[src/rtl/bsiir_pkg.sv]
package bsiir_pkg;

  localparam int unsigned NTAPS = 5;
  localparam int unsigned NLUT  = 1 << NTAPS;

  // Partial sum of the coefficients selected by the bits of idx.
  // bit0: x(i), bit1: x(i-1), bit2: x(i-2), bit3: y(i-1), bit4: y(i-2)
  function automatic longint lut_sum(int unsigned idx, int ca, int cb,
                                     int cc, int cd, int ce);
    longint s;
    s = 0;
    if (idx[0]) s += longint'(ca);
    if (idx[1]) s += longint'(cb);
    if (idx[2]) s += longint'(cc);
    if (idx[3]) s += longint'(cd);
    if (idx[4]) s += longint'(ce);
    return s;
  endfunction

endpackage

[src/rtl/bsiir_lut.sv]
module bsiir_lut
  import bsiir_pkg::*;
#(
  parameter int AW = 11,
  parameter int CA = 16,
  parameter int CB = 32,
  parameter int CC = 16,
  parameter int CD = 32,
  parameter int CE = -16
) (
  input  logic [NTAPS-1:0]     addr,
  output logic signed [AW-1:0] term
);

  logic signed [AW-1:0] tbl [NLUT];

  for (genvar g = 0; g < NLUT; g++) begin : g_entry
    localparam longint SUMV = lut_sum(g, CA, CB, CC, CD, CE);
    localparam logic signed [AW-1:0] ENTRY = SUMV[AW-1:0];
    assign tbl[g] = ENTRY;
  end

  assign term = tbl[addr];

endmodule

[src/rtl/bsiir_tapsr.sv]
module bsiir_tapsr #(
  parameter int W = 8
) (
  input  logic         clk,
  input  logic         rst_n,
  input  logic         load,
  input  logic         shift,
  input  logic [W-1:0] load_val,
  output logic         lsb
);

  logic [W-1:0] sr_q, sr_d;

  always_comb begin
    sr_d = sr_q;
    if (load)       sr_d = load_val;
    else if (shift) sr_d = {1'b0, sr_q[W-1:1]};
  end

  always_ff @(posedge clk or negedge rst_n) begin
    if (!rst_n) sr_q <= '0;
    else        sr_q <= sr_d;
  end

  assign lsb = sr_q[0];

endmodule

[src/rtl/bsiir_acc.sv]
module bsiir_acc #(
  parameter int W  = 8,
  parameter int AW = 11
) (
  input  logic                 clk,
  input  logic                 rst_n,
  input  logic                 clr,
  input  logic                 en,
  input  logic                 neg,
  input  logic signed [AW-1:0] term,
  output logic signed [AW-1:0] acc_nx,
  output logic [W-1:0]         obits_nx
);

  logic signed [AW-1:0] acc_q;
  logic [W-1:0]         obits_q;
  logic signed [AW:0]   addend, sum;

  always_comb begin
    addend   = neg ? -{term[AW-1], term} : {term[AW-1], term};
    sum      = {acc_q[AW-1], acc_q} + addend;
    acc_nx   = acc_q;
    obits_nx = obits_q;
    if (clr) begin
      acc_nx   = '0;
      obits_nx = '0;
    end else if (en) begin
      acc_nx   = sum[AW:1];
      obits_nx = {sum[0], obits_q[W-1:1]};
    end
  end

  always_ff @(posedge clk or negedge rst_n) begin
    if (!rst_n) begin
      acc_q   <= '0;
      obits_q <= '0;
    end else begin
      acc_q   <= acc_nx;
      obits_q <= obits_nx;
    end
  end

  // a clear and a bit step never coincide
  clr_en_excl_chk: assert property (@(posedge clk) disable iff (!rst_n)
    !(clr && en));

  // a cleared accumulator starts the next sample from zero
  clr_zero_chk: assert property (@(posedge clk) disable iff (!rst_n)
    clr |=> (acc_q == '0 && obits_q == '0));

endmodule

[src/rtl/bsiir_seq.sv]
module bsiir_seq #(
  parameter int W = 8
) (
  input  logic clk,
  input  logic rst_n,
  input  logic start,
  output logic accept,
  output logic step,
  output logic sign_bit,
  output logic finish,
  output logic busy,
  output logic done
);

  localparam int CW = (W > 2) ? $clog2(W) : 1;
  localparam logic [CW-1:0] LAST = CW'(W - 1);

  typedef enum logic {S_IDLE, S_RUN} st_e;

  st_e           st_q, st_d;
  logic [CW-1:0] cnt_q, cnt_d;
  logic          done_q, done_d;

  always_comb begin
    st_d     = st_q;
    cnt_d    = cnt_q;
    accept   = (st_q == S_IDLE) && start;
    step     = (st_q == S_RUN);
    sign_bit = step && (cnt_q == LAST);
    finish   = sign_bit;
    done_d   = finish;
    if (accept) begin
      st_d  = S_RUN;
      cnt_d = '0;
    end else if (step) begin
      if (finish) st_d = S_IDLE;
      else        cnt_d = cnt_q + 1'b1;
    end
  end

  always_ff @(posedge clk or negedge rst_n) begin
    if (!rst_n) begin
      st_q   <= S_IDLE;
      cnt_q  <= '0;
      done_q <= 1'b0;
    end else begin
      st_q   <= st_d;
      cnt_q  <= cnt_d;
      done_q <= done_d;
    end
  end

  assign busy = (st_q == S_RUN);
  assign done = done_q;


  accept_busy_chk: assert property (@(posedge clk) disable iff (!rst_n)
    (start && !busy) |=> busy);


  fall_done_chk: assert property (@(posedge clk) disable iff (!rst_n)
    $fell(busy) |-> done);


  single_pulse_chk: assert property (@(posedge clk) disable iff (!rst_n)
    done |=> !done);


  cnt_range_chk: assert property (@(posedge clk) disable iff (!rst_n)
    busy |-> (cnt_q <= LAST));

endmodule

[src/rtl/bsiir_top.sv]
module bsiir_top
  import bsiir_pkg::*;
#(
  parameter int W    = 8,
  parameter int CWID = 8,
  parameter int FRAC = 6,
  parameter int CA   = 16,
  parameter int CB   = 32,
  parameter int CC   = 16,
  parameter int CD   = 32,
  parameter int CE   = -16
) (
  input  logic         clk,
  input  logic         rst_n,
  input  logic         in_valid,
  input  logic [W-1:0] in_data,
  output logic         in_ready,
  output logic         out_valid,
  output logic [W-1:0] out_data
);

  localparam int AW = CWID + 3;
  localparam int FW = AW + W;

  // reset: asserted at once, released after two clock edges
  logic rst_m, rst_s;
  always_ff @(posedge clk or negedge rst_n) begin
    if (!rst_n) begin
      rst_m <= 1'b0;
      rst_s <= 1'b0;
    end else begin
      rst_m <= 1'b1;
      rst_s <= rst_m;
    end
  end

  logic accept, step, sign_bit, finish, busy, done;

  bsiir_seq #(.W(W)) u_seq (
    .clk(clk), .rst_n(rst_s), .start(in_valid), .accept(accept),
    .step(step), .sign_bit(sign_bit), .finish(finish), .busy(busy),
    .done(done)
  );

  // delay history and held current input
  logic [W-1:0] xh1_q, xh2_q, yh1_q, yh2_q, xcur_q;
  logic [W-1:0] xh1_d, xh2_d, yh1_d, yh2_d, xcur_d;
  logic [W-1:0] res_q, res_d, y_new;

  logic [W-1:0]     tap_load [NTAPS];
  logic [NTAPS-1:0] tap_bits;

  assign tap_load[0] = in_data;
  assign tap_load[1] = xh1_q;
  assign tap_load[2] = xh2_q;
  assign tap_load[3] = yh1_q;
  assign tap_load[4] = yh2_q;

  for (genvar t = 0; t < NTAPS; t++) begin : g_tap
    bsiir_tapsr #(.W(W)) u_sr (
      .clk(clk), .rst_n(rst_s), .load(accept), .shift(step),
      .load_val(tap_load[t]), .lsb(tap_bits[t])
    );
  end

  logic signed [AW-1:0] term, acc_nx;
  logic [W-1:0]         obits_nx;
  logic [FW-1:0]        full_nx;

  bsiir_lut #(.AW(AW), .CA(CA), .CB(CB), .CC(CC), .CD(CD), .CE(CE)) u_lut (
    .addr(tap_bits), .term(term)
  );

  bsiir_acc #(.W(W), .AW(AW)) u_acc (
    .clk(clk), .rst_n(rst_s), .clr(accept), .en(step), .neg(sign_bit),
    .term(term), .acc_nx(acc_nx), .obits_nx(obits_nx)
  );

  assign full_nx = {acc_nx, obits_nx};
  assign y_new   = full_nx[FRAC +: W];

  always_comb begin
    xh1_d  = xh1_q;
    xh2_d  = xh2_q;
    yh1_d  = yh1_q;
    yh2_d  = yh2_q;
    xcur_d = xcur_q;
    res_d  = res_q;
    if (accept) xcur_d = in_data;
    if (finish) begin
      xh2_d = xh1_q;
      xh1_d = xcur_q;
      yh2_d = yh1_q;
      yh1_d = y_new;
      res_d = y_new;
    end
  end

  always_ff @(posedge clk or negedge rst_s) begin
    if (!rst_s) begin
      xh1_q  <= '0;
      xh2_q  <= '0;
      yh1_q  <= '0;
      yh2_q  <= '0;
      xcur_q <= '0;
      res_q  <= '0;
    end else begin
      xh1_q  <= xh1_d;
      xh2_q  <= xh2_d;
      yh1_q  <= yh1_d;
      yh2_q  <= yh2_d;
      xcur_q <= xcur_d;
      res_q  <= res_d;
    end
  end

  assign in_ready  = !busy;
  assign out_valid = done;
  assign out_data  = res_q;


  out_hold_chk: assert property (@(posedge clk) disable iff (!rst_s)
    !out_valid |-> $stable(out_data));


  hist_shift_chk: assert property (@(posedge clk) disable iff (!rst_s)
    out_valid |-> (yh1_q == out_data && yh2_q == $past(yh1_q)));


  ready_on_done_chk: assert property (@(posedge clk) disable iff (!rst_s)
    out_valid |-> in_ready);

endmodule

[config.mk]
export PLATFORM = sky130hd
export DESIGN_NAME = bsiir_top
export DESIGN_NICKNAME = d
export VERILOG_FILES = /design/src/rtl/bsiir_pkg.sv /design/src/rtl/bsiir_lut.sv /design/src/rtl/bsiir_tapsr.sv /design/src/rtl/bsiir_acc.sv /design/src/rtl/bsiir_seq.sv /design/src/rtl/bsiir_top.sv
export SDC_FILE = /design/constraint.sdc
export NUM_CORES = 1
export LEC_CHECK = 0
export BUFFER_PORTS_ARGS = -buffer_cell sky130_fd_sc_hd__buf_2
export CAP_MARGIN = 5
export CELL_PAD_IN_SITES_DETAIL_PLACEMENT = 2
export CELL_PAD_IN_SITES_GLOBAL_PLACEMENT = 2
export CORE_ASPECT_RATIO = 0.5
export CORE_UTILIZATION = 38
export DETAILED_ROUTE_END_ITERATION = 12
export GPL_TIMING_DRIVEN = 0
export PLACE_DENSITY_LB_ADDON = 0.2
export SYNTH_ARGS = -nofsm -noshare
export SYNTH_HDL_FRONTEND = slang
export SYNTH_SLANG_ARGS = --single-unit
[constraint.sdc]
create_clock -name clk -period 3.3 [get_ports clk]
set_clock_uncertainty 0.1 [all_clocks]
set_input_delay 0.66 -clock clk [delete_from_list [all_inputs] [get_ports clk]]
set_output_delay 0.66 -clock clk [all_outputs]
set_load 0.01 [all_outputs]
* After elaboration in Yosys (flattened, before gate mapping)
Memories as Yosys holds them, arrays and structs flattened.
Index checks and enable logic that the tools add are counted.
** Storage, ports and cells
- Register bits :: 106
- Memories :: 1
- Word-level logic and storage cells :: 56
- Output and inout bits :: 10
- ROM bits :: 352
** Cells by class
- Muxes and demuxes :: 23
- Magnitude comparators :: 1
- Add/sub/neg operators :: 3
- Reduce and logical (&&, ||, !) cells :: 5
- Eq/ne operators :: 2
- Bitwise operators :: 2
** Memory list
- (name not given) :: words 32, bits a word 11, rd ports 1, clocked after Yosys merged registers in 0, write ports 0, RTL line bsiir_lut.sv:23 : assign term = tbl[addr];
** Operators by type and width (number)
- $mux W8 :: 12
- $mux W11 :: 4
- $add A12 B12 Y12 :: 1
- $mux W12 :: 1
- $neg A12 Y12 :: 1
- $mux W3 :: 3
- $ge A6 B6 Y1 const B :: 1
- $not A5 Y6 :: 1
- $add A3 B1 Y3 const B :: 1
- $eq A3 B3 Y1 const B :: 1
- $mux W1 :: 3
- $logic_and A1 B1 Y1 :: 2
- $ne A2 B2 Y1 const B :: 1
- $reduce_and A2 Y1 :: 1
- $reduce_bool A2 Y1 :: 1
- $logic_not A1 Y1 :: 1
- $not A1 Y1 :: 1

* Longest topological paths before layout
Gate-level depths: netlist of the first run.
- Word-level depth :: 9
- Gate-level depth with buffers :: 15
- Mapped depth without buffers :: 14

* By module
From an unflattened synthesis of the first run, not the netlist that was laid out.
** Unflattened totals
- Cell total of the unflattened synthesis :: 463
- Area, all modules :: 5454.0 um^2
** By module, submodules not included
- bsiir_tapsr :: times used 5, cells each 34, area each 369.1 um^2
- bsiir_top :: times used 1, cells each 89, area each 1697.9 um^2
- bsiir_acc :: times used 1, cells each 149, area each 1417.6 um^2
- bsiir_seq :: times used 1, cells each 20, area each 250.2 um^2
- bsiir_lut :: times used 1, cells each 35, area each 242.7 um^2

* Worst setup path before layout of the first run
Ideal clock, no wire load.
- Path kind :: flip-flop to flip-flop
- From :: reg g_tap[1].u_sr.sr_q[0]
- To :: reg u_acc.acc_q[10]
- Setup time :: 0.126 ns
- Stages on the path, launching flop included :: 15
- Data required time :: 3.074 ns
- Path buffers :: 1
- Slack :: 0.361 ns
- Arrival :: 2.713 ns
- Cell sequence :: dfrtp_1 clkbuf_1 inv_1 ha_1 xor2_1 mux2i_1 o21ai_2 a211o_1 nand2_1 ha_1 a21oi_1 o2111ai_2 nand3_1 xnor2_1 o21ai_1
** Between the ends
- Longest elaborated chain between the ends :: 9
** RTL lines
- start: declaration :: RTL line bsiir_tapsr.sv:12 : logic [W-1:0] sr_q, sr_d;
- start signal: assignment :: RTL line bsiir_tapsr.sv:22 : else sr_q <= sr_d;
- $not A5 Y6 (not written as such) * :: RTL line bsiir_lut.sv:23
- $mem_v2 Z32 W11 *
- $mux W11 (not written as such) * (2 in a row) :: RTL line bsiir_lut.sv:23
- $neg A12 Y12 :: RTL line bsiir_acc.sv:20 : addend = neg ? -{term[AW-1], term} : {term[AW-1], term};
- $mux W12 * :: RTL line bsiir_acc.sv:20
- $add A12 B12 Y12 * :: RTL line bsiir_acc.sv:21 : sum = {acc_q[AW-1], acc_q} + addend;
- $mux W11 * :: RTL line bsiir_acc.sv:27 : end else if (en) begin
- $mux W11 * :: RTL line bsiir_acc.sv:24 : if (clr) begin
- end signal: assignment :: RTL line bsiir_acc.sv:38 : acc_q <= acc_nx;
- end: declaration :: RTL line bsiir_acc.sv:15 : logic signed [AW-1:0] acc_q;
Mark *: on every way between the ends. The rest lies on a longest branch, timed or not. The select of a mux whose other input is x is not followed.
A chain may end at the register's enable or synchronous reset.

* Final worst setup path of the first run
Ends and elaborated chain as after synthesis.

==> results by group, run 1 <==
Synthesis
  • Mapped Area: 4646 µm²
  • Synth warn: 0
  • Cell count after synthesis: 401
  • Cell variety after synth: 40
  • Post-Syn Nets: 425
  • Mean Syn Cell Area: 11.59 µm²
  • Synth area leader: dfrtp_1
  • Post-synth ARST share: 1.000
  • Synth top area cells: dfrtp_1, mux2_2, mux2i_1
  • Top_reg_cell synth: dfrtp_1
  • Sequential element share of the synthesized area: 0.5386
  • Synth top area share: 0.5386
  • EDFF count, synth: 0
  • FF+latch count, synth: 100

Die
  • Die area: 12700 µm²
  • Row count: 28
  • DIE HEIGHT: 80.19 µm
  • Placeable Area: 11880 µm²
  • Initial Utilization: 0.3912
  • Die W: 158.4 µm
  • Io pins: 21

STA
  • Fmax: 0.3229 GHz
  • Unrepaired setup endpoints after global routing: true
  • Final count of hold timing violations: 0
  • Worst-margin pin slew: 0.6862 ns
  • Fin. max-slew vios: 0
  • Final Cycle Share: 0.9385
  • Setup violations, final: 0
  • Minimum clock period: 3.097 ns
  • Slew headroom: 0.5426
  • Min setup slack post-route: 0.2029 ns

Clock tree
  • Sink Count: 100
  • H-tree depth: 3
  • Clk root buf: clkbuf_16
  • CTS tree: built
  • Reg clk slew, reported paths: 0.08 ns
  • Clk buf depth: 2
  • Number of CTS-inserted buffers: 9
  • Clk Latency, worst-skew pair: 0.36 ns

Routing
  • Post-route ant nets: 0
  • Wire length per cell: 20.79 µm
  • Residual DRC: 0
  • Pre-Repair DR Iteration Count: 4
  • Via/cell ratio: 5.239
  • Vias post-DR: 3154
  • Final wirelength: 12.52 mm
  • 1st-iter DRT viols: 99

Setup path
  • WP data required: 3.43 ns
  • Largest fanout on the critical path: 7
  • WP data arrival: 3.23 ns
  • CP startpoint kind: register
  • Crit end category: register
  • WS Path Type: register to register

Power
  • Pwr Total: 0.005573 W
  • Max VDD drop: 0.2766 mV
  • Clk pwr share: 0.196
  • Seq pwr share: 0.379
  • Sw Pwr: 0.002259 W
  • Sw Share: 0.4053
  • Comb pwr share: 0.425
  • PwrDens: 1046 nW/µm²
  • Pleak: 2.514 nW
  • Pint: 0.003314 W

Layout
  • P&R area growth vs syn: 14.65%
  • N_diodes: 0
  • Commonest cells after routing, fill and taps aside: dfrtp_1, nand2_1, mux2i_1
  • Fin nets: 456
  • Commonest non-fill, non-tap cell in the layout: dfrtp_1
  • Layout cell share with drive strength beyond 1: 0.2311
  • Final cell count without fillers: 602

Global route
  • Congestion Overflow GR: 0
  • First-pass GRT wire length: 20.29 mm
  • Number of global-route vias before repair: 3609
  • Initial antenna violation count: 0
  • Total Routing Usage GR: 0.2186
  • Largest net degree at the start of global routing: 59

Placement
  • HPWL Detailed: 8.581 mm
  • GP Congestion: 0.7279
  • Dpl cells: 586
  • I/O Buffers: 19
  • Dpl ws: -0.1550 ns

Outcome
  • Outcome: completed

Flow run
  • Max cap viols: 0

Min path
  • Worst hold path type: register to async pin
-- registers in the layout, indices dropped and copies added, names as in the netlist --
register	flops
rst_s	1
u_acc.obits_q	2
xh1_q	8
yh2_q	8
u_seq.done	1
u_acc.acc_q	11
g_tap.u_sr.sr_q	40
xcur_q	8
u_seq.cnt_q	3
rst_m	1
xh2_q	8
u_seq.busy	1
out_data	8
-- power by group through the flow --
| stage | combinational, W | clock, W | sequential, W |
|---|---|---|---|
| CTS | 0.00237 | 0.00112 | 0.00212 |
| global route | 0.00265 | 0.00116 | 0.00217 |
| floorplan | 0.00166 | 0 | 0.00201 |
| global placement | 0.00213 | 0 | 0.00209 |
| finish | 0.00237 | 0.00109 | 0.00211 |
| detailed placement | 0.00232 | 0 | 0.00213 |
-- area by class of cell --
type / count / area, µm²
Clock inverter: 7 / 81.33
Clock buffer: 9 / 225.2
Tap cell: 165 / 206.4
Sequential cell: 100 / 2507
Fill cell: 1194 / 6550
Multi-Input combinational cell: 270 / 2033
Inverter: 7 / 26.28
Buffer: 23 / 113.9
Timing Repair Buffer: 21 / 132.6
-- logic make-up after synthesis --
family,after synthesis,share of synthesized area
AO/OA/AOI/OAI,71,0.09238
AND/OR/NAND/NOR,86,0.07784
adder cells (fa/ha/maj),13,0.03663
XOR/XNOR,14,0.02963
other,1,0.0008072
multiplexers,85,0.1939
flip-flops,100,0.5386
buffers and inverters,31,0.03016
-- worst paths after layout --
| check | startpoint | slack [ns] | cells after the start | endpoint |
|---|---|---|---|---|
| setup / recovery | g_tap[1].u_sr.sr_q[0] | 0.20 | 14 | u_acc.acc_q[10] |
| hold reg to reg | rst_s | 0.24 | 0 | xcur_q[4] |
| hold / removal | rst_s | 0.24 | 0 | xcur_q[4] |
| min in group clk | rst_m | 0.26 | 0 | rst_s |
| setup reg to reg | g_tap[1].u_sr.sr_q[0] | 0.20 | 14 | u_acc.acc_q[10] |
| max in group asynchronous | rst_s | 2.16 | 1 | u_seq.done |
-- through the flow --
stage / utilization / hold WS, ns / TNS (ns) / cell area [µm²]
after floorplan: - / 0.2312 / 0 / 4646
after global placement: 0.4166 / 0.2396 / -84.15 / 4947
after detailed placement: 0.4192 / 0.2355 / -0.3086 / 4979
after CTS: 0.4463 / 0.2580 / 0 / 5300
after global routing: 0.4485 / 0.2759 / -0.01291 / 5326
final: 0.4485 / 0.2375 / 0 / 5326
-- routing by layer --
| layer | global-route usage | share of wire |
|---|---|---|
| met5 | 0 | 0 |
| met4 | 0.04519 | 0.0055 |
| met3 | 0.04641 | 0.019 |
| met2 | 0.3794 | 0.51 |
| met1 | 0.2817 | 0.47 |
-- cells in the mapped netlist, drive strengths merged, types with 2 or more instances --
cell type,count
dfrtp,100
nand2,59
o21ai,47
mux2i,45
mux2,40
nor2,16
buf,12
clkbuf,12
ha,12
a22o,8
xor2,8
inv,6
a21oi,5
xnor2,5
nand3,4
a21o,2
o211ai,2
-- worst max-delay path: stages (launching register included) --
cell and delay, ns:
dfrtp_1 0.37, buf_4 0.16, inv_1 0.05, ha_1 0.32
xor2_1 0.21, mux2i_1 0.24, o21ai_2 0.09, a211o_1 0.32
nand2_2 0.09, ha_2 0.32, a21oi_4 0.24, o2111ai_2 0.13
nand3_1 0.13, xnor2_1 0.13, o21ai_1 0.08
-- what timing repair did --
item                                    CTS  global route
pin swaps                                 0             4
gates resized for setup                   2            11
hold buffers                              1             0
endpoints found under the setup margin    2             5
setup buffers                             0             0
endpoints found under the hold margin     2             0
Power figures use the tool's default switching activity.
==> run 2, diff against run 1 <==
--- a/config.mk
+++ b/config.mk
@@ -10,7 +10,7 @@
 export CELL_PAD_IN_SITES_DETAIL_PLACEMENT = 2
 export CELL_PAD_IN_SITES_GLOBAL_PLACEMENT = 2
 export CORE_ASPECT_RATIO = 0.5
-export CORE_UTILIZATION = 38
+export CORE_UTILIZATION = 25
 export DETAILED_ROUTE_END_ITERATION = 12
 export GPL_TIMING_DRIVEN = 0
 export PLACE_DENSITY_LB_ADDON = 0.2
==> results by group, run 2 (synthesized netlist as in run 1, its figures left out) <==
Clock tree
  • Clk Latency, worst-skew pair: 0.35 ns (about the same)
  • Reg clk slew, reported paths: 0.08 ns (about the same)
  • Postcts setup bufs: 0 (unchanged)
  • H-tree depth: 3 (unchanged)
  • Clk root buf: clkbuf_16
  • Clk buf depth: 2 (unchanged)
  • CTS tree: built
  • Number of CTS-inserted buffers: 9 (unchanged)
  • Sink Count: 100 (unchanged)

Setup path
  • WP data required: 3.43 ns (about the same)
  • CP startpoint kind: register
  • Worst-path cell chain: buf_2, inv_1, ha_1, xor2_1, mux2i_1, o21ai_2, a211o_1, nand2_1, ha_1, a21oi_2, o2111ai_2, nand3_1, xnor2_1, o21ai_1
  • WP data arrival: 3.25 ns (+0.02 ns)
  • Crit end category: register
  • WS Path Type: register to register
  • CP Buf/Inv Count: 2 (unchanged)
  • Max incr delay on CP: 0.37 ns (about the same)
  • Critical Path Most Common Cell: ha_1
  • Cell family with the largest share of critical-path delay: compound AO/OA/AOI/OAI gates
  • Largest fanout on the critical path: 7 (unchanged)
  • Max stage delay cell, worst path: dfrtp_1

Die
  • Initial Utilization: 0.2613 (-0.1299)
  • Io pins: 21 (unchanged)
  • Placeable Area: 17780 µm² (+50%)
  • Die W: 194.8 µm (+23%)
  • Die area: 19160 µm² (+51%)
  • DIE HEIGHT: 98.39 µm (+23%)
  • Row count: 34 (+21%)

STA
  • Fmax: 0.3208 GHz (-0.64%)
  • Minimum clock period: 3.117 ns (+0.01985 ns)
  • Final Cycle Share: 0.9445 (+0.006016)
  • Unrepaired setup endpoints after global routing: true
  • Final count of hold timing violations: 0 (unchanged)
  • Setup violations, final: 0 (unchanged)
  • Slew headroom: 0.5716 (+0.02901)
  • Fin. max-slew vios: 0 (unchanged)
  • Fin Setup TNS: 0 ns (unchanged)
  • Worst-margin pin slew: 0.6427 ns (-0.04351 ns)

Layout
  • Layout cell share with drive strength beyond 1: 0.2243 (-0.006865)
  • Fill count: 1915 (+60%)
  • Most flop-heavy register: g_tap.u_sr.sr_q
  • Fin nets: 456 (unchanged)
  • Commonest non-fill, non-tap cell in the layout: dfrtp_1
  • P&R area growth vs syn: 15.84%
  • Max reg flops: 40 (unchanged)
  • N_diodes: 0 (unchanged)
  • Final cell count without fillers: 671 (+11%)
  • Largest regs: g_tap.u_sr.sr_q: 40 flops, u_acc.acc_q: 11 flops
  • Commonest cells after routing, fill and taps aside: dfrtp_1, nand2_1, mux2i_1
  • Final Instance Area: 5381 µm² (+1.0%)

Routing
  • Wire length per cell: 17.47 µm (-16%)
  • Post-route ant nets: 0 (unchanged)
  • Residual DRC: 0 (unchanged)
  • Via/cell ratio: 4.583 (-13%)
  • Pre-Repair DR Iteration Count: 4 (unchanged)
  • 1st-iter DRT viols: 126 (+27%)
  • Vias post-DR: 3075 (-2.5%)
  • Final wirelength: 11.72 mm (-6.4%)

Global route
  • Total Routing Usage GR: 0.1346 (-0.08406)
  • Number of global-route vias before repair: 3493 (-3.2%)
  • Largest net degree at the start of global routing: 58 (-1.7%)
  • Initial antenna violation count: 0 (unchanged)
  • Congestion Overflow GR: 0 (unchanged)
  • First-pass GRT wire length: 19.77 mm (-2.6%)

Placement
  • HPWL Detailed: 8.128 mm (-5.3%)
  • Dpl cells: 655 (+12%)
  • Placed inst area: 5065 µm² (+1.7%)
  • I/O Buffers: 19 (unchanged)
  • GP Congestion: 0.6833 (-6.1%)

Min path
  • Worst hold path type: register to async pin

Power
  • Max VDD drop: 0.2892 mV (+4.6%)
  • PwrDens: 1001 nW/µm² (-4.4%)
  • Pleak: 2.506 nW (-0.31%)

Outcome
  • Outcome: completed

Flow run
  • Max cap viols: 0 (unchanged)
run 2: cell types whose count changed in the layout (fill, tap and decap cells not counted), sizes merged:
cell      delta
clkinvlp     +1
inv          -1
run 2: path summary, 6_finish.rpt:
path / from / endpoint / slack, ns / depth (start not counted)
worst min-delay path: rst_s / xcur_q[3] / 0.24 / 0
worst min register to register: rst_s / xcur_q[3] / 0.24 / 0
worst max register to register: g_tap[1].u_sr.sr_q[0] / u_acc.acc_q[10] / 0.18 / 14
max in group asynchronous: rst_s / u_acc.acc_q[4] / 2.15 / 1
min in group clk: rst_m / rst_s / 0.25 / 0
worst max-delay path: g_tap[1].u_sr.sr_q[0] / u_acc.acc_q[10] / 0.18 / 14
run 2: layout make-up:
| class | instances | area (µm²) | share of cell area |
|---|---|---|---|
| Inverter | 7 | 26.28 | 0.004883 |
| Buffer | 23 | 111.4 | 0.02069 |
| Timing Repair Buffer | 21 | 132.6 | 0.02465 |
| Clock buffer | 9 | 225.2 | 0.04185 |
| Clock inverter | 7 | 58.81 | 0.01093 |
| Multi-Input combinational cell | 270 | 2028 | 0.3769 |
| Tap cell | 234 | 292.8 | 0.05441 |
| Sequential cell | 100 | 2506 | 0.4657 |
run 2: metal layers:
metal | up-vias | share of wire | GRT usage | wire, µm
met2 | 17 | 0.45 | 0.2159 | 5231
li1 | 1454 | - | - | -
met1 | 1595 | 0.53 | 0.1858 | 6200
met5 | - | 0 | 0 | 0
met3 | 9 | 0.015 | 0.02487 | 178
met4 | 0 | 0.0094 | 0.03816 | 110
run 2: what timing repair did:
| action | in CTS | in global routing |
|---|---|---|
| gates resized for setup | 2 | 5 |
| hold endpoints to repair | 2 | 0 |
| hold buffers | 1 | 0 |
| setup endpoints to repair | 3 | 5 |
run 2: power by group:
group	internal (W)	leakage (nW)	total (W)	switching (W)
Combinational	0.00102	1.09	0.00227	0.00125
Sequential	0.00174	1.28	0.00208	0.000340
Clock	0.000523	0.138	0.00104	0.000515
run 2: worst register-to-register path, cell delays in order, from the launching register on:
cell and delay (ns):
dfrtp_1 0.37, buf_2 0.21, inv_1 0.07, ha_1 0.32
xor2_1 0.19, mux2i_1 0.24, o21ai_2 0.09, a211o_1 0.30
nand2_1 0.11, ha_1 0.30, a21oi_2 0.23, o2111ai_2 0.15
nand3_1 0.13, xnor2_1 0.13, o21ai_1 0.07
run 2: per-stage QoR:
step,power (W),setup WS [ns],utilization,hold WS [ns]
floorplan,0.003669,0.2082,-,0.2312
global placement,0.004305,-1.346,0.2831,0.2362
detailed placement,0.004385,-0.1354,0.2848,0.2381
CTS,0.005460,0.006852,0.3016,0.2576
global route,0.005845,-0.03555,0.3026,0.2760
finish,0.005385,0.1830,0.3026,0.2410
